[config.mk]
export PLATFORM = sky130hd
export DESIGN_NAME = prbs_dual_rate
export DESIGN_NICKNAME = d
export VERILOG_FILES = /design/src/rtl/prbs_pkg.sv /design/src/rtl/prbs_ctrl_fsm.sv /design/src/rtl/prbs_lfsr_core.sv /design/src/rtl/prbs_rate_doubler.sv /design/src/rtl/prbs_dual_rate.sv
export SDC_FILE = /design/constraint.sdc
export NUM_CORES = 1
export LEC_CHECK = 0
export ABC_CLOCK_PERIOD_IN_PS = 1820
export CORE_MARGIN = 2
export CORE_UTILIZATION = 33
export DETAILED_ROUTE_END_ITERATION = 12
export DONT_BUFFER_PORTS = 1
export PLACE_DENSITY_LB_ADDON = 0.15
export SLEW_MARGIN = 10
export SYNTH_ARGS = -nofsm -noshare
export SYNTH_HDL_FRONTEND = slang
export SYNTH_SLANG_ARGS = --single-unit
[constraint.sdc]
create_clock -name clk -period 1.82 [get_ports clk]
set_input_delay 0.091 -clock clk [delete_from_list [all_inputs] [get_ports clk]]
set_output_delay 0.091 -clock clk [all_outputs]
set_load 0.02 [all_outputs]
[src/rtl/prbs_pkg.sv]
package prbs_pkg;
    localparam int unsigned PRBS_W          = 16;
    localparam logic [15:0] PRBS_MASK       = 16'hB400;
    localparam logic [15:0] PRBS_SEED       = 16'hACE1;
    localparam int unsigned PRBS_TAP_A      = 0;
    localparam int unsigned PRBS_TAP_B      = 8;

    typedef enum logic [1:0] {
        ST_IDLE = 2'd0,
        ST_RUN  = 2'd1,
        ST_HOLD = 2'd2
    } prbs_st_e;
endpackage

[src/rtl/prbs_ctrl_fsm.sv]
module prbs_ctrl_fsm
    import prbs_pkg::*;
(
    input  logic clk,
    input  logic rst,
    input  logic en,
    input  logic seed_load,
    output logic adv,
    output logic load,
    output logic prev_ok
);
    prbs_st_e st_q, st_d;

    always_comb begin
        st_d = st_q;
        if (seed_load) begin
            st_d = ST_IDLE;                       // RELOAD
        end else begin
            unique case (st_q)
                ST_IDLE: if (en)  st_d = ST_RUN;  // GO
                ST_RUN:  if (!en) st_d = ST_HOLD; // PAUSE
                ST_HOLD: if (en)  st_d = ST_RUN;  // GO
                default: st_d = ST_IDLE;
            endcase
        end
    end

    always_ff @(posedge clk) begin
        if (rst) st_q <= ST_IDLE;
        else     st_q <= st_d;
    end

    always_comb begin
        load    = seed_load;
        adv     = en && !seed_load;
        prev_ok = (st_q != ST_IDLE);
    end
endmodule

[src/rtl/prbs_lfsr_core.sv]
module prbs_lfsr_core #(
    parameter int unsigned W    = 16,
    parameter logic [W-1:0] MASK = 16'hB400,
    parameter logic [W-1:0] SEED = 16'hACE1
) (
    input  logic         clk,
    input  logic         rst,
    input  logic         adv,
    input  logic         load,
    input  logic [W-1:0] seed_in,
    output logic [W-1:0] state
);
    logic [W-1:0] nxt;
    logic [W-1:0] seed_eff;
    logic [W-1:0] fb_mask;

    genvar gi;
    generate
        for (gi = 0; gi < W; gi++) begin : g_fb
            assign fb_mask[gi] = MASK[gi] & state[0];
        end
    endgenerate

    assign nxt      = (state >> 1) ^ fb_mask;
    assign seed_eff = (seed_in == '0) ? SEED : seed_in;

    always_ff @(posedge clk) begin
        if (rst)       state <= SEED;
        else if (load) state <= seed_eff;
        else if (adv)  state <= nxt;
    end
endmodule

[src/rtl/prbs_rate_doubler.sv]
module prbs_rate_doubler #(
    parameter int unsigned W     = 16,
    parameter int unsigned TAP_A = 0,
    parameter int unsigned TAP_B = 8
) (
    input  logic         clk,
    input  logic         rst,
    input  logic         adv,
    input  logic         prev_ok,
    input  logic [W-1:0] state,
    output logic [1:0]   bits
);
    logic tap_b_late;
    logic tap_b_prev;

    always_ff @(posedge clk) begin
        if (rst)      tap_b_late <= 1'b0;
        else if (adv) tap_b_late <= state[TAP_B];
    end

    assign tap_b_prev = prev_ok ? tap_b_late : 1'b0;
    assign bits[0]    = state[TAP_A] ^ tap_b_prev;
    assign bits[1]    = state[TAP_A] ^ state[TAP_B];
endmodule

[src/rtl/prbs_dual_rate.sv]
module prbs_dual_rate
    import prbs_pkg::*;
#(
    parameter int unsigned  W     = PRBS_W,
    parameter logic [W-1:0] MASK  = PRBS_MASK,
    parameter logic [W-1:0] SEED  = PRBS_SEED,
    parameter int unsigned  TAP_A = PRBS_TAP_A,
    parameter int unsigned  TAP_B = PRBS_TAP_B
) (
    input  logic         clk,
    input  logic         rst,
    input  logic         en,
    input  logic         seed_load,
    input  logic [W-1:0] seed_val,
    output logic [1:0]   bits_o,
    output logic [W-1:0] lfsr_q
);
    logic adv, load, prev_ok;

    prbs_ctrl_fsm u_fsm (
        .clk(clk), .rst(rst), .en(en), .seed_load(seed_load),
        .adv(adv), .load(load), .prev_ok(prev_ok)
    );

    prbs_lfsr_core #(.W(W), .MASK(MASK), .SEED(SEED)) u_core (
        .clk(clk), .rst(rst), .adv(adv), .load(load),
        .seed_in(seed_val), .state(lfsr_q)
    );

    prbs_rate_doubler #(.W(W), .TAP_A(TAP_A), .TAP_B(TAP_B)) u_dbl (
        .clk(clk), .rst(rst), .adv(adv), .prev_ok(prev_ok),
        .state(lfsr_q), .bits(bits_o)
    );
endmodule

# == After elaboration in Yosys (flattened, before gate mapping) ==
# Cells that the tools add are included.
# totals
reg_bits,19
input_bits,20
word_cells,26
# classes
n_eq_ne,4
mux,7
n_bitwise,3
reduce_logical,9
# op_table
cell,n
$mux 16,3
$logic_not 16->1,1
$xor 15x16->16,1
$mux 2,2
$pmux 2 s2,1
$reduce_bool 2->1,2
$reduce_or 2->1,2
$eq 2x1->1 const B,1
$eq 2x2->1 const B,1
$logic_not 2->1,1
$ne 2x1->1 const B,1
$ne 2x2->1 const B,1
$reduce_and 2->1,1
$xor 1x1->1,2
$logic_and 1x1->1,1
$logic_not 1->1,1
$mux 1,1

# == Depth between registers and ports, before layout ==
# depth
ltp_word,4
ltp_mapped,4

# == Cells and area by module ==
# A second synthesis with hierarchy kept.
# unflattened
hier_cells,103
area_unflattened_um2,1028.5
# modules_own_cells
mod,instances,cells_each,area_each_um2,seq_area_each_um2
prbs_lfsr_core,1,88,875.8,320.3
prbs_ctrl_fsm,1,9,97.6,40.0
prbs_rate_doubler,1,6,55.1,20.0

# == Least setup slack after synthesis ==
# OpenSTA, ideal clock, no wires.
# synth_path
path_kind,flip-flop to flip-flop
start,register u_core.state[0]
end,register u_core.state[10]
setup_ns,0.134
arrival_ns,1.106
path_slack_ns,0.581
path_stages_with_launch,5
path_buffers,1
synth_period_minus_slack_ns,1.239
path_cell_list,dfxtp_1 -> buf_4 -> xor2_1 -> a2111oi_0 -> a21oi_1
# synth_via
elab_chain_cells,3
# synth_rtl
item,line_no,rtl
start: declaration,prbs_lfsr_core.sv:11,output logic [W-1:0] state
start signal: assignment,prbs_lfsr_core.sv:30,else if (adv) state <= nxt;
$xor 15x16->16,prbs_lfsr_core.sv:24,assign nxt = (state >> 1) ^ fb_mask;
$mux 16,prbs_lfsr_core.sv:30,
$mux 16,prbs_lfsr_core.sv:29,else if (load) state <= seed_eff;
# No other way between the ends. The select of a mux whose other input is x is not followed.
# A chain may end at the register's enable or synchronous reset.

# == Worst setup path in the final report ==
# layout_path
start,register u_core.state[11]
end,register u_core.state[10]
# The elaborated chain is that of the path after synthesis.

==> flow_summary_export.csv <==
group,metric,value,unit
sta,slew_headroom,61.06,%
setup_path,worst_path_dominant_cell_family,"buffers and inverters",
sta,fin_skew,14.97,ps
detailed_routing,wire_per_inst,17.64,um
synth,synth_area_leaders,"dfxtp_1, mux2i_1, nor4_4",
clocking,post-cts-setup-buffers,0,
global_route,congestion_overflow_gr,0,
detailed_routing,detail_route.vias_per_cell,5.395,
setup_path,startpoint_kind_of_the_worst_setup_timing_path,"flip-flop",
setup_path,crit_type,"reg2reg",
global_route,grt_antenna_before_repair,0,
sta,post-route-worst-setup-slack,114.0,ps
cells_and_area,multiInputGateArea,576.8,um^2
place,place_inst,125,
cells_and_area,nets,140,
place,dp_worst_setup_slack,584.1,ps
detailed_routing,antenna_violating_nets_post_route,0,
setup_path,timing.rr.start,"u_core.state[11]$_SDFFE_PP1P_",
worst_hold_path,timing.hold.worst.start,"en",
place,routabilityCongestion,0.7183,
power_and_ir_drop,ir_drop,0.0002706,V
sta,period_minus_slack,1706,ps
floorplanning,die-area,3510,um^2
synth,post-synth-top-area-cell,"dfxtp_1",
sta,rsz0062_at_grt,"no",
detailed_routing,detail_route.drc_violations,0,
cells_and_area,finish.utilization,43.45,%
clocking,clk_latency,310,ps
setup_path,worstSetupEndpointType,"flip-flop",
detailed_routing,detailedRoute.firstPassIterationCount,4,
sta,holdWs,9.434,ps
global_route,globalRouteTotalUtil,17.16,%
clocking,clock_transition_at_the_registers_of_the_reported_paths,130,ps
synth,synth.ff_latch_count,19,
clocking,numCtsBuffers,3,
floorplanning,floorplan.die.width,59.25,um
synth,synth.yosys.warnings,0,
global_route,vias_in_the_first_global_route,847,
synth,synth_cell_type_count,24,
run_status,outcome,"completed",
synth,post_synth_inst_count,97,
sta,fin_tns_setup,0,ps
setup_path,worst_path_max_delay_cell,"dlygate4sd3_1",
cells_and_area,final_layout_size_suffix_gt1_share,16.81,%
setup_path,cp_max_fo,3,
global_route,grt_first_pass_wirelength,4.347,mm
sta,worstMarginPinSlew,584.1,ps
sta,final_hold_viol_count,0,
synth,post-synth-top-area-fraction,37.76,%
synth,yosys_most_used_dff,"dfxtp_1",
synth,syn_nets,117,
synth,synth_edf_count,0,
detailed_routing,drt_first_iter_violations,23,
detailed_routing,routed_wirelength,2.682,mm
clocking,cts-root-to-sink-buffers,2,
place,buffer_ports.inserted,0,
run,drv_cap,0,
place,detailed_place_hpwl,1.733,mm
sta,highest_clock_frequency_the_design_can_meet,0.5862,GHz
power_and_ir_drop,power.density,706.2,nW/um^2
setup_path,worstPathRequired,2020,ps
synth,post_synth_instance_area,1007,um^2
setup_path,cells_traversed_along_the_worst_timing_path,"xor2_1 > a2111oi_2 > a21oi_1 > dlygate4sd3_1",
detailed_routing,via_count,820,
floorplanning,core_region_area,2978,um^2
cells_and_area,ff_latch_area,382.9,um^2
clocking,cts_root_buf,"clkbuf_4",
floorplanning,effective_utilization_at_floorplan,33.82,%
cells_and_area,final_design_area_no_fill,1294,um^2
place,dpl_cell_area,1022,um^2
setup_path,crit_buf_inv,1,
floorplanning,dieHeight,59.25,um
floorplanning,floorplan.io_pins,38,
cells_and_area,area_growth_syn_to_layout,28.45,%
cells_and_area,layout.cells.non_filler,152,
cells_and_area,num-fill-cells,281,
worst_hold_path,worstHoldPathType,"in2reg",
sta,setup_viol,0,
global_route,grt_start_max_net_pins,19,
clocking,tritoncts_clock_tree,"yes",
floorplanning,core.rowCount,20,
power_and_ir_drop,post-layout-total-power,0.9137,mW
setup_path,crit_path_max_incr_delay,560,ps
clocking,cts-htree-levels,1,
setup_path,worst_setup_path_startpoint,"u_core.state[11]$_SDFFE_PP1P_",
cells_and_area,number_of_diodes_added_for_antenna_fixing,0,
sta,timing.final.max_slew_violations,0,
synth,ys_async_sr_fraction,0,%
synth,synth_seq_area_share,37.76,%
sta,layout_worst_path_cycle_share,93.73,%
synth,syn-mean-instance-area,10.38,um^2
clocking,clkSinkCount,19,
power_and_ir_drop,p_leak,0.5095,nW
setup_path,cp_data_arrival_time,1900,ps
-- worst reg2reg max path, stage by stage, from the launching register on --
cell and delay, ps:
dfxtp_2 380, xor2_1 180, a2111oi_2 410, a21oi_1 80, dlygate4sd3_1 560
-- flip-flops by register name, summed over array words and instances, names as in the netlist --
name and flops:
u_core.state 16, u_fsm.st_q 2, u_dbl.tap_b_late 1
-- Yosys cell counts, drive strengths merged (2+ instances only) --
cell type / count
inv: 6
nor2: 10
xnor2: 3
buf: 5
mux2i: 14
nor4: 5
nand2: 2
mux2: 7
nor3b: 4
a2111oi: 2
a21oi: 3
dfxtp: 19
xor2: 3
a22oi: 6
-- layer usage --
layer | share of wire (%) | global-route usage [%] | vias up
li1 | - | - | 395
met1 | 45 | 22.61 | 402
met2 | 50 | 26.53 | 21
met3 | 4.6 | 3.712 | 2
met4 | 0.60 | 8.117 | 0
met5 | 0 | 0 | -
-- final cells by class --
class | count | share of cell area [%]
Tap cell | 33 | 3.191
Sequential cell | 19 | 29.59
Clock buffer | 3 | 1.741
Clock inverter | 1 | 0.5803
Inverter | 6 | 1.741
Multi-Input combinational cell | 66 | 44.58
Timing Repair Buffer | 24 | 18.57
-- timing repair --
item | in CTS | in global routing
endpoints found under the hold margin | 19 | 0
setup endpoints to repair | 0 | 1
resized for setup | 0 | 5
hold buffers | 23 | 0
-- cell families (layout without fill, tap and decap cells) --
| family | after synthesis | in the layout | synth area share, % |
|---|---|---|---|
| buffers and inverters | 12 | 34 | 5.589 |
| and+or+nand+nor | 25 | 25 | 19.01 |
| muxes | 21 | 21 | 21.74 |
| xor gates and xnor gates | 6 | 6 | 5.218 |
| AOI/OAI and AO/OA | 14 | 14 | 10.68 |
| DFF | 19 | 19 | 37.76 |
-- final timing paths --
kind | endpoint | slack (ps) | depth (start not counted)
setup / recovery | u_core.state[10]$_SDFFE_PP1P_ | 110 | 4
setup reg to reg | u_core.state[10]$_SDFFE_PP1P_ | 110 | 4
hold reg to reg | u_dbl.tap_b_late$_SDFFE_PP0P_ | 520 | 2
hold / removal | u_core.state[7]$_SDFFE_PP1P_ | 9 | 2
-- cell usage in the layout (no fill, tap or decap), types with 4 or more instances in the layout --
cell type | netlist | layout
dlygate4sd3_1 | 0 | 22
mux2i_1 | 14 | 14
nor2_1 | 10 | 10
nor4_4 | 4 | 4
inv_1 | 6 | 6
a22oi_1 | 6 | 6
nor3b_1 | 4 | 4
mux2_2 | 7 | 7
dfxtp_1 | 19 | 17
-- power breakdown --
group,total (mW),switching [mW],internal (mW)
combinational,0.173,0.0726,0.101
sequential,0.507,0.0613,0.446
clock,0.233,0.149,0.0838
total,0.914,0.283,0.630
Power figures use the tool's default switching activity.
